<file path="config.mk">
export PLATFORM = sky130hd
export DESIGN_NAME = quad_color_pack
export DESIGN_NICKNAME = d
export VERILOG_FILES = /design/src/rtl/qpk_pkg.sv /design/src/rtl/qpk_unorm_cvt.sv /design/src/rtl/qpk_pixel_pack.sv /design/src/rtl/qpk_tile_offset.sv /design/src/rtl/quad_color_pack.sv
export SDC_FILE = /design/constraint.sdc
export NUM_CORES = 2
export LEC_CHECK = 0
export CORE_AREA = 2 2 307 309
export CTS_CLUSTER_DIAMETER = 50
export DETAILED_ROUTE_END_ITERATION = 16
export DIE_AREA = 0 0 309 311
export DONT_BUFFER_PORTS = 1
export PLACE_DENSITY = 0.51
export SETUP_SLACK_MARGIN = 0.5
export SLEW_MARGIN = 20
export SYNTH_ARGS = -nofsm -noshare
export SYNTH_HDL_FRONTEND = slang
export SYNTH_HIERARCHICAL = 1
export SYNTH_SLANG_ARGS = --single-unit
</file>
<file path="constraint.sdc">
create_clock -name clk -period 4.96 [get_ports clk]
set_input_delay 0.248 -clock clk [delete_from_list [all_inputs] [get_ports clk]]
set_output_delay 0.248 -clock clk [all_outputs]
set_load 0.02 [all_outputs]
</file>
<file path="src/rtl/qpk_pkg.sv">
// Shared constants and helpers for the quad color pack block.
// Assumes IEEE-754 single-precision inputs and four channels per pixel.
package qpk_pkg;
    localparam int FP_W     = 32;
    localparam int FP_EXP_W = 8;
    localparam int FP_MAN_W = 23;
    localparam int FP_BIAS  = 127;
    localparam int NCH      = 4;   // channel index: 0=R 1=G 2=B 3=A
    localparam int LANES    = 4;   // 2x2 quad

    typedef enum logic [1:0] {
        FMT_ARGB = 2'd0,
        FMT_BGRA = 2'd1
    } pack_fmt_e;

    // True for the format codes the packer implements.
    function automatic logic fmt_known(input logic [1:0] code);
        return (code == FMT_ARGB) || (code == FMT_BGRA);
    endfunction
endpackage

</file>
<file path="src/rtl/qpk_unorm_cvt.sv">
// Converts one float32 to an unsigned-normalized integer of CH_W bits,
// equal to floor(c * 2^CH_W) saturated to all ones.
// Assumes CH_W <= 16. Negative values, denormals and NaN give zero.
module qpk_unorm_cvt
    import qpk_pkg::*;
#(
    parameter int CH_W = 8
) (
    input  logic [FP_W-1:0] f_in,
    output logic [CH_W-1:0] u_out
);
    localparam int LO_EXP = FP_BIAS - CH_W;

    logic                sgn;
    logic [FP_EXP_W-1:0] ex;
    logic [FP_MAN_W-1:0] man;
    logic [FP_MAN_W:0]   sig;
    logic [FP_EXP_W-1:0] sh;
    logic [CH_W-1:0]     scaled;

    assign {sgn, ex, man} = f_in;
    assign sig    = {1'b1, man};
    assign sh     = ex - FP_EXP_W'(LO_EXP);
    assign scaled = CH_W'(sig >> (FP_EXP_W'(FP_MAN_W) - sh));

    // Select the saturated, zero or shifted result from the exponent range.
    always_comb begin
        if (ex == '1 && man != '0) begin
            u_out = '0;
        end else if (sgn) begin
            u_out = '0;
        end else if (ex >= FP_EXP_W'(FP_BIAS)) begin
            u_out = '1;
        end else if (ex < FP_EXP_W'(LO_EXP)) begin
            u_out = '0;
        end else begin
            u_out = scaled;
        end
    end
endmodule

</file>
<file path="src/rtl/qpk_pixel_pack.sv">
// Packs four CH_W-bit channels (R lowest, then G, B, A) into one pixel
// word in the selected channel order. Unknown codes give an all-zero word.
module qpk_pixel_pack
    import qpk_pkg::*;
#(
    parameter int CH_W = 8
) (
    input  logic [NCH*CH_W-1:0] chans,
    input  logic [1:0]          fmt,
    output logic [NCH*CH_W-1:0] word
);
    logic [CH_W-1:0] r, g, b, a;

    assign r = chans[0*CH_W +: CH_W];
    assign g = chans[1*CH_W +: CH_W];
    assign b = chans[2*CH_W +: CH_W];
    assign a = chans[3*CH_W +: CH_W];

    // Place each channel into its byte slot for the chosen order.
    always_comb begin
        case (fmt)
            FMT_ARGB: word = {a, r, g, b};
            FMT_BGRA: word = {b, g, r, a};
            default:  word = '0;
        endcase
    end
endmodule

</file>
<file path="src/rtl/qpk_tile_offset.sv">
// Byte offset of a 2x2 quad in a square tile stored quad by quad.
// Assumes TILE_W and QUAD_BYTES are powers of two. The pixel LSBs are
// dropped by the caller.
module qpk_tile_offset #(
    parameter int TILE_W     = 32,
    parameter int QUAD_BYTES = 16,
    localparam int QC_W      = $clog2(TILE_W) - 1,
    localparam int QB_LOG    = $clog2(QUAD_BYTES),
    localparam int OFF_W     = 2 * QC_W + QB_LOG
) (
    input  logic [QC_W-1:0]  qx,
    input  logic [QC_W-1:0]  qy,
    output logic [OFF_W-1:0] offset
);
    // Row-major quad index times quad size, built by concatenation.
    assign offset = {qy, qx, {QB_LOG{1'b0}}};
endmodule

</file>
<file path="src/rtl/quad_color_pack.sv">
// Converts, packs and mask-merges one 2x2 quad of float colors and
// computes its byte offset in the tile. There is one register stage.
// Assumes tile-local coordinates and a TILE_W that is a power of two.
module quad_color_pack
    import qpk_pkg::*;
#(
    parameter int CH_W   = 8,
    parameter int TILE_W = 32,
    localparam int PIX_W      = NCH * CH_W,
    localparam int QUAD_W     = LANES * PIX_W,
    localparam int CLR_W      = LANES * FP_W,
    localparam int COORD_W    = $clog2(TILE_W),
    localparam int QUAD_BYTES = QUAD_W / 8,
    localparam int OFF_W      = 2 * (COORD_W - 1) + $clog2(QUAD_BYTES)
) (
    input  logic              clk,
    input  logic              rst_n,
    input  logic              in_valid,
    input  logic [COORD_W-1:0] pix_x,
    input  logic [COORD_W-1:0] pix_y,
    input  logic [1:0]        fmt_sel,
    input  logic [LANES-1:0]  alive,
    input  logic [CLR_W-1:0]  frag_r,
    input  logic [CLR_W-1:0]  frag_g,
    input  logic [CLR_W-1:0]  frag_b,
    input  logic [CLR_W-1:0]  frag_a,
    input  logic [QUAD_W-1:0] fb_quad,
    output logic [QUAD_W-1:0] st_quad,
    output logic [OFF_W-1:0]  st_offset,
    output logic              st_valid,
    output logic              fmt_err
);
    logic [CLR_W-1:0]  chan_in [NCH];
    logic [QUAD_W-1:0] merged;
    logic [OFF_W-1:0]  offset_c;
    logic              fmt_ok;
    logic              unused_lsb;

    assign chan_in[0] = frag_r;
    assign chan_in[1] = frag_g;
    assign chan_in[2] = frag_b;
    assign chan_in[3] = frag_a;
    assign fmt_ok     = fmt_known(fmt_sel);
    assign unused_lsb = pix_x[0] ^ pix_y[0];

    // One converter set and one packer per pixel lane.
    for (genvar l = 0; l < LANES; l++) begin : g_lane
        logic [PIX_W-1:0] bytes_l;
        logic [PIX_W-1:0] word_l;

        for (genvar c = 0; c < NCH; c++) begin : g_chan
            qpk_unorm_cvt #(.CH_W(CH_W)) i_cvt (
                .f_in (chan_in[c][l*FP_W +: FP_W]),
                .u_out(bytes_l[c*CH_W +: CH_W])
            );
        end

        qpk_pixel_pack #(.CH_W(CH_W)) i_pack (
            .chans(bytes_l),
            .fmt  (fmt_sel),
            .word (word_l)
        );

        // A live pixel takes the new word, a dead one keeps the old word.
        assign merged[l*PIX_W +: PIX_W] = alive[l] ? word_l : fb_quad[l*PIX_W +: PIX_W];
    end

    qpk_tile_offset #(.TILE_W(TILE_W), .QUAD_BYTES(QUAD_BYTES)) i_off (
        .qx    (pix_x[COORD_W-1:1]),
        .qy    (pix_y[COORD_W-1:1]),
        .offset(offset_c)
    );

    // Register the result and the strobes for one request per clock.
    always_ff @(posedge clk) begin
        if (!rst_n) begin
            st_quad   <= '0;
            st_offset <= '0;
            st_valid  <= 1'b0;
            fmt_err   <= 1'b0;
        end else begin
            st_valid <= in_valid & fmt_ok;
            fmt_err  <= in_valid & ~fmt_ok;
            if (in_valid) begin
                st_quad   <= fmt_ok ? merged : fb_quad;
                st_offset <= offset_c;
            end
        end
    end
endmodule

</file>
# Yosys cells after proc, flatten, opt, wreduce, memory -nomap -nowiden
# Cells that the tools add are included.
# word_totals
register_bits,138
out_inout_bits,142
# op_classes
eq_ne,17
n_bitwise,3
n_lt_le_gt_ge,32
reduce_logical,34
add_sub_neg,32
mux,73
shifts,16
# ops
op,n
8-bit two-way mux,64
24-bit by 8-bit >> shifter with 8-bit output,16
23-bit nonzero test,16
32-bit one-hot mux with 2 select lines,4
8-bit equality test (second input constant),16
8-bit by 7-bit greater-or-equal comparator with 1-bit output (second input constant),16
8-bit by 7-bit less-than comparator with 1-bit output (second input constant),16
128-bit two-way mux,1
32-bit two-way mux,4
5-bit by 8-bit subtractor with 8-bit output (first input constant),16
8-bit by 7-bit subtractor with 8-bit output (second input constant),16
1-bit logical AND,16
1-bit bitwise AND,2
2-bit by 1-bit equality test with 1-bit output (second input constant),1
2-bit zero test,1
1-bit logical OR,1
1-bit inverter,1

# Longest topological paths before layout
# logic_depth
depth_word,10
depth_mapped,13
mapped_depth_nobuf,11

# Modules after synthesis
# The synthesis kept the hierarchy.
# by_module_without_submodules
module,area_per_inst_um2,seq_area_each_um2,n_inst,cells_each
qpk_unorm_cvt (g_lane[0].g_chan[0].i_cvt ...),1226.2,0.0,9,145
qpk_unorm_cvt (g_lane[2].g_chan[1].i_cvt ...),1368.8,0.0,7,185
quad_color_pack,7841.3,2842.7,1,783
qpk_pixel_pack,523.0,0.0,4,71
qpk_tile_offset,93.8,0.0,1,13

# Least setup slack after synthesis
# No wires, ideal clock.
# synth_path
path_kind,input to register
start,input frag_r[23]
end,register st_quad[8]
setup_time_ns,0.088
setup_slack_ns,2.269
required_ns,4.872
stages,11
arrival_ns,2.603
cell_sequence,ha_1 -> a311o_1 -> or3_1 -> a21oi_2 -> o22ai_2 -> or3_1 -> a21oi_1 -> mux2i_1 -> nor2_1 -> and4bb_2 -> a311oi_2
# synth_between
elab_chain_len,10
word_cells_on_any_way,14
# synth_rtl
element,line_no,rtl
start: declaration,quad_color_pack.sv:23,"input logic [CLR_W-1:0] frag_r,"
8-bit by 7-bit subtractor with 8-bit output,qpk_unorm_cvt.sv:23,assign sh = ex - FP_EXP_W'(LO_EXP);
5-bit by 8-bit subtractor with 8-bit output,qpk_unorm_cvt.sv:24,assign scaled = CH_W'(sig >> (FP_EXP_W'(FP_MAN_W) - sh));
24-bit by 8-bit >> shifter with 8-bit output,qpk_unorm_cvt.sv:24,
8-bit two-way mux,qpk_unorm_cvt.sv:34,end else if (ex < FP_EXP_W'(LO_EXP)) begin
8-bit two-way mux,qpk_unorm_cvt.sv:32,end else if (ex >= FP_EXP_W'(FP_BIAS)) begin
8-bit two-way mux,qpk_unorm_cvt.sv:30,end else if (sgn) begin
8-bit two-way mux *,qpk_unorm_cvt.sv:28,if (ex == '1 && man != '0) begin
net g_lane[0].bytes_l[0],quad_color_pack.sv:48,logic [PIX_W-1:0] bytes_l;
32-bit one-hot mux with 2 select lines *,qpk_pixel_pack.sv:21,case (fmt)
net g_lane[0].word_l[8],quad_color_pack.sv:49,logic [PIX_W-1:0] word_l;
32-bit two-way mux *,quad_color_pack.sv:65,assign merged[l*PIX_W +: PIX_W] = alive[l] ? word_l : fb_quad[l*PIX_W +: PIX_W];
128-bit two-way mux *,quad_color_pack.sv:85,st_quad <= fmt_ok ? merged : fb_quad;
end signal: assignment,quad_color_pack.sv:85,
end: declaration,quad_color_pack.sv:28,"output logic [QUAD_W-1:0] st_quad,"
# Mark *: on every way through the listed nets, which the timed path passes. The rest lies on a longest branch.
# A chain may end at the register's enable or synchronous reset.

# Worst setup path after layout
# layout_path
start,input frag_b[23]
end,register st_quad[3]
# layout_between
elab_chain_len,10
word_cells_on_any_way,14
# layout_rtl
element,line_no,rtl
start: declaration,quad_color_pack.sv:25,"input logic [CLR_W-1:0] frag_b,"
8-bit by 7-bit subtractor with 8-bit output,qpk_unorm_cvt.sv:23,
5-bit by 8-bit subtractor with 8-bit output,qpk_unorm_cvt.sv:24,
24-bit by 8-bit >> shifter with 8-bit output,qpk_unorm_cvt.sv:24,
8-bit two-way mux,qpk_unorm_cvt.sv:34,
8-bit two-way mux,qpk_unorm_cvt.sv:32,
8-bit two-way mux,qpk_unorm_cvt.sv:30,
8-bit two-way mux *,qpk_unorm_cvt.sv:28,
net g_lane[0].bytes_l[19],quad_color_pack.sv:48,
32-bit one-hot mux with 2 select lines *,qpk_pixel_pack.sv:21,
net g_lane[0].word_l[3],quad_color_pack.sv:49,
32-bit two-way mux *,quad_color_pack.sv:65,
128-bit two-way mux *,quad_color_pack.sv:85,
# Marked as above.

==> metrics.csv <==
metric,value,unit
status,"complete, no violations",
die_h,311,um
worstHoldPathCells,2,
p_per_area,171,mW/mm^2
setup_slack,1210,ps
async_flop_share,0,%
cts.clk_slew.worst_paths,80,ps
seq_area,0.00284,mm^2
design.core.area,0.0928,mm^2
skew,0,ps
seq_area_frac_synth,9.28,%
synth.area.top_cells,"mux4_2, mux2i_1, dfxtp_1",
finalCriticalPeriod,3750,ps
ys_types,78,
grt_max_degree,262,
wl_met3,10600,um
num_vias,30200,
crit_path_start_kind,input pin,
relSlewSlack,24.6,%
maxUsedRoutingLayer,met5,
fin_util,34.9,%
r2r-end,st_quad[13],
r2r-start,st_quad[13],
hold_ws,55.7,ps
clockBufferDepth,2,
tightestPinTransition,1130,ps
grt_overflow,0,
grt_use_total,24.0,%
grt_pass1_vias,28900,
fp.dieW,309,um
yosys-top-cells-count,"nand2_1, mux2i_1, nor2_1",
synth-edff-count,0,
wirelength,121000,um
end_kind,register,
drt-met1-wl,49700,um
cts_tree,done,
synth_top_area_share,14.4,%
crit_type,input pin to register,
synth-seq-cells,142,
layout-drive-gt1-share,16.0,%
cap_violations,0,
start_util,33.0,%
hold_end,st_quad[69],
cts.sinks,142,
dpl_cell_area,0.0300,mm^2
rr_worst_depth,3,
antenna_found_initial,10,
syn2layout_area_growth,5.54,%
cp.required,5370,ps
rsz0062_at_grt,no,
syn_area,0.0306,mm^2
ir_worst_vdd,0.000275,V
r2r_slack,3450,ps
p_leak,11.8,nW
fin_area,0.0323,mm^2
gp_congestion,0.900,
max_clock_freq,0.266,GHz
period_share,75.7,%
finalSetupViolations,0,
dp_hpwl,89600,um
dr.pass1.iters,6,
htree_num_levels,4,
fill_cells,9777,
die-area,0.0961,mm^2
root_buffer,clkbuf_16,
multi_input_area,0.0249,mm^2
insertion_delay,500,ps
num_rows,112,
hold_viol,0,
grt_pass1_wl,180000,um
synth.most_common_cell,nand2_1,
io_pins,801,
drtIter0Drc,2564,
portBuffers,0,
worstPathMaxFanout,28,
cts_buffers,17,
wl_per_cell,25.1,um
crit_arrival,4160,ps
synth_flop_cell,dfxtp_1,
syn_area_per_cell,8.33,um^2
drv_slew,0,
synthCells,3680,
via_per_inst,6.24,
wl_met2,57000,um
dp_slack,1220,ps
postRouteAntennaNets,0,
hold_path.class,input pin to register,
worstHoldStart,alive[2],
nNetsFinal,4236,
final.setup.tns,0,ps
drc_errors,0,
yosys.area.top_type,mux4_2,
yosys_warnings,6,
==> critical path, stage by stage <==
cell and delay (ps):
ha_1 950, mux4_2 640, mux2_2 290, mux2i_1 150, o221ai_1 140, and2_1 230, mux2i_1 220, nor2_1 70
nor4bb_1 510, a311oi_1 100, dlygate4sd3_1 610
==> sequential cells by signal, summed over array words and instances, names as in the netlist <==
signal / cells
st_offset: 12
st_quad: 128
fmt_err: 1
st_valid: 1
==> area by class of cell <==
type	count	area share, %
clock buffer	18	1.36
sequential	142	8.79
tap	1254	4.85
multi-input combinational	3064	76.9
clock inverter	14	0.565
timing repair buffer	185	5.69
antenna	9	0.0696
inverter	151	1.81
==> power breakdown <==
group / total [W] / internal [W] / switching [W]
clock: 0.00150 / 0.000813 / 0.000688
combinational: 0.00260 / 0.00128 / 0.00132
sequential: 0.00141 / 0.00123 / 0.000186
total: 0.00552 / 0.00332 / 0.00219
==> worst max-delay path by stage <==
stage	end	slack, ps	from	cells after the start
after floorplan	st_quad[8]	2270	frag_r[23]	11
after global placement	st_quad[83]	1200	frag_r[87]	10
after detailed placement	st_quad[83]	1220	frag_r[87]	10
after CTS	st_quad[3]	1350	frag_b[23]	11
after global routing	st_quad[3]	1100	frag_b[23]	11
final	st_quad[3]	1210	frag_b[23]	11
==> logic make-up after synthesis <==
| family | count (synthesis) | share of synthesized area [%] |
|---|---|---|
| xor gates and xnor gates | 48 | 2.36 |
| other | 1 | 0.0122 |
| adders and majority gates | 16 | 0.653 |
| AOI/OAI and AO/OA | 971 | 24.3 |
| DFF | 142 | 9.28 |
| muxes | 626 | 28.7 |
| buffers and inverters | 477 | 9.64 |
| and+or+nand+nor | 1399 | 25.0 |
==> metal layers <==
metal  track usage [%]  up-vias
li1                  -    14000
met4              8.78        2
met2              39.6     1337
met3              6.42      162
met1              29.7    14700
met5                 0        -
==> placed cells by master, fill, tap and decap left out, drive strengths merged, types with 20 or more instances in the layout <==
master       instances
nor2b               58
nor4                87
o2bb2ai             32
xnor2               39
mux2                73
nor3                82
dlygate4sd3        165
buf                 20
nor4bb              78
mux2i              357
a21oi              147
o21a                50
and2                41
nand3              119
and4bb              50
nand4               23
a221oi              21
nand2b              47
a31o                25
a311oi             137
or2                 37
inv                146
mux4               196
a31oi               51
dfxtp              142
nand2              402
a211o               25
o32ai               25
nor2               308
a211oi              30
o21ai              252
==> per-stage QoR <==
stage | power (W) | std cells
2_1_floorplan | 0.00368 | 3683
3_5_place_dp | 0.00382 | 4629
4_1_cts | 0.00554 | 4827
5_1_grt | 0.00582 | 4835
3_3_place_gp | 0.00383 | 4629
6_report | 0.00552 | 4837
==> what timing repair did <==
item                                    CTS  global route
setup buffers                             0             0
gates resized for setup                   0             0
hold buffers                            166             1
endpoints found under the setup margin    0             0
hold endpoints to repair                142             1
(Power assumes the default switching activity.)
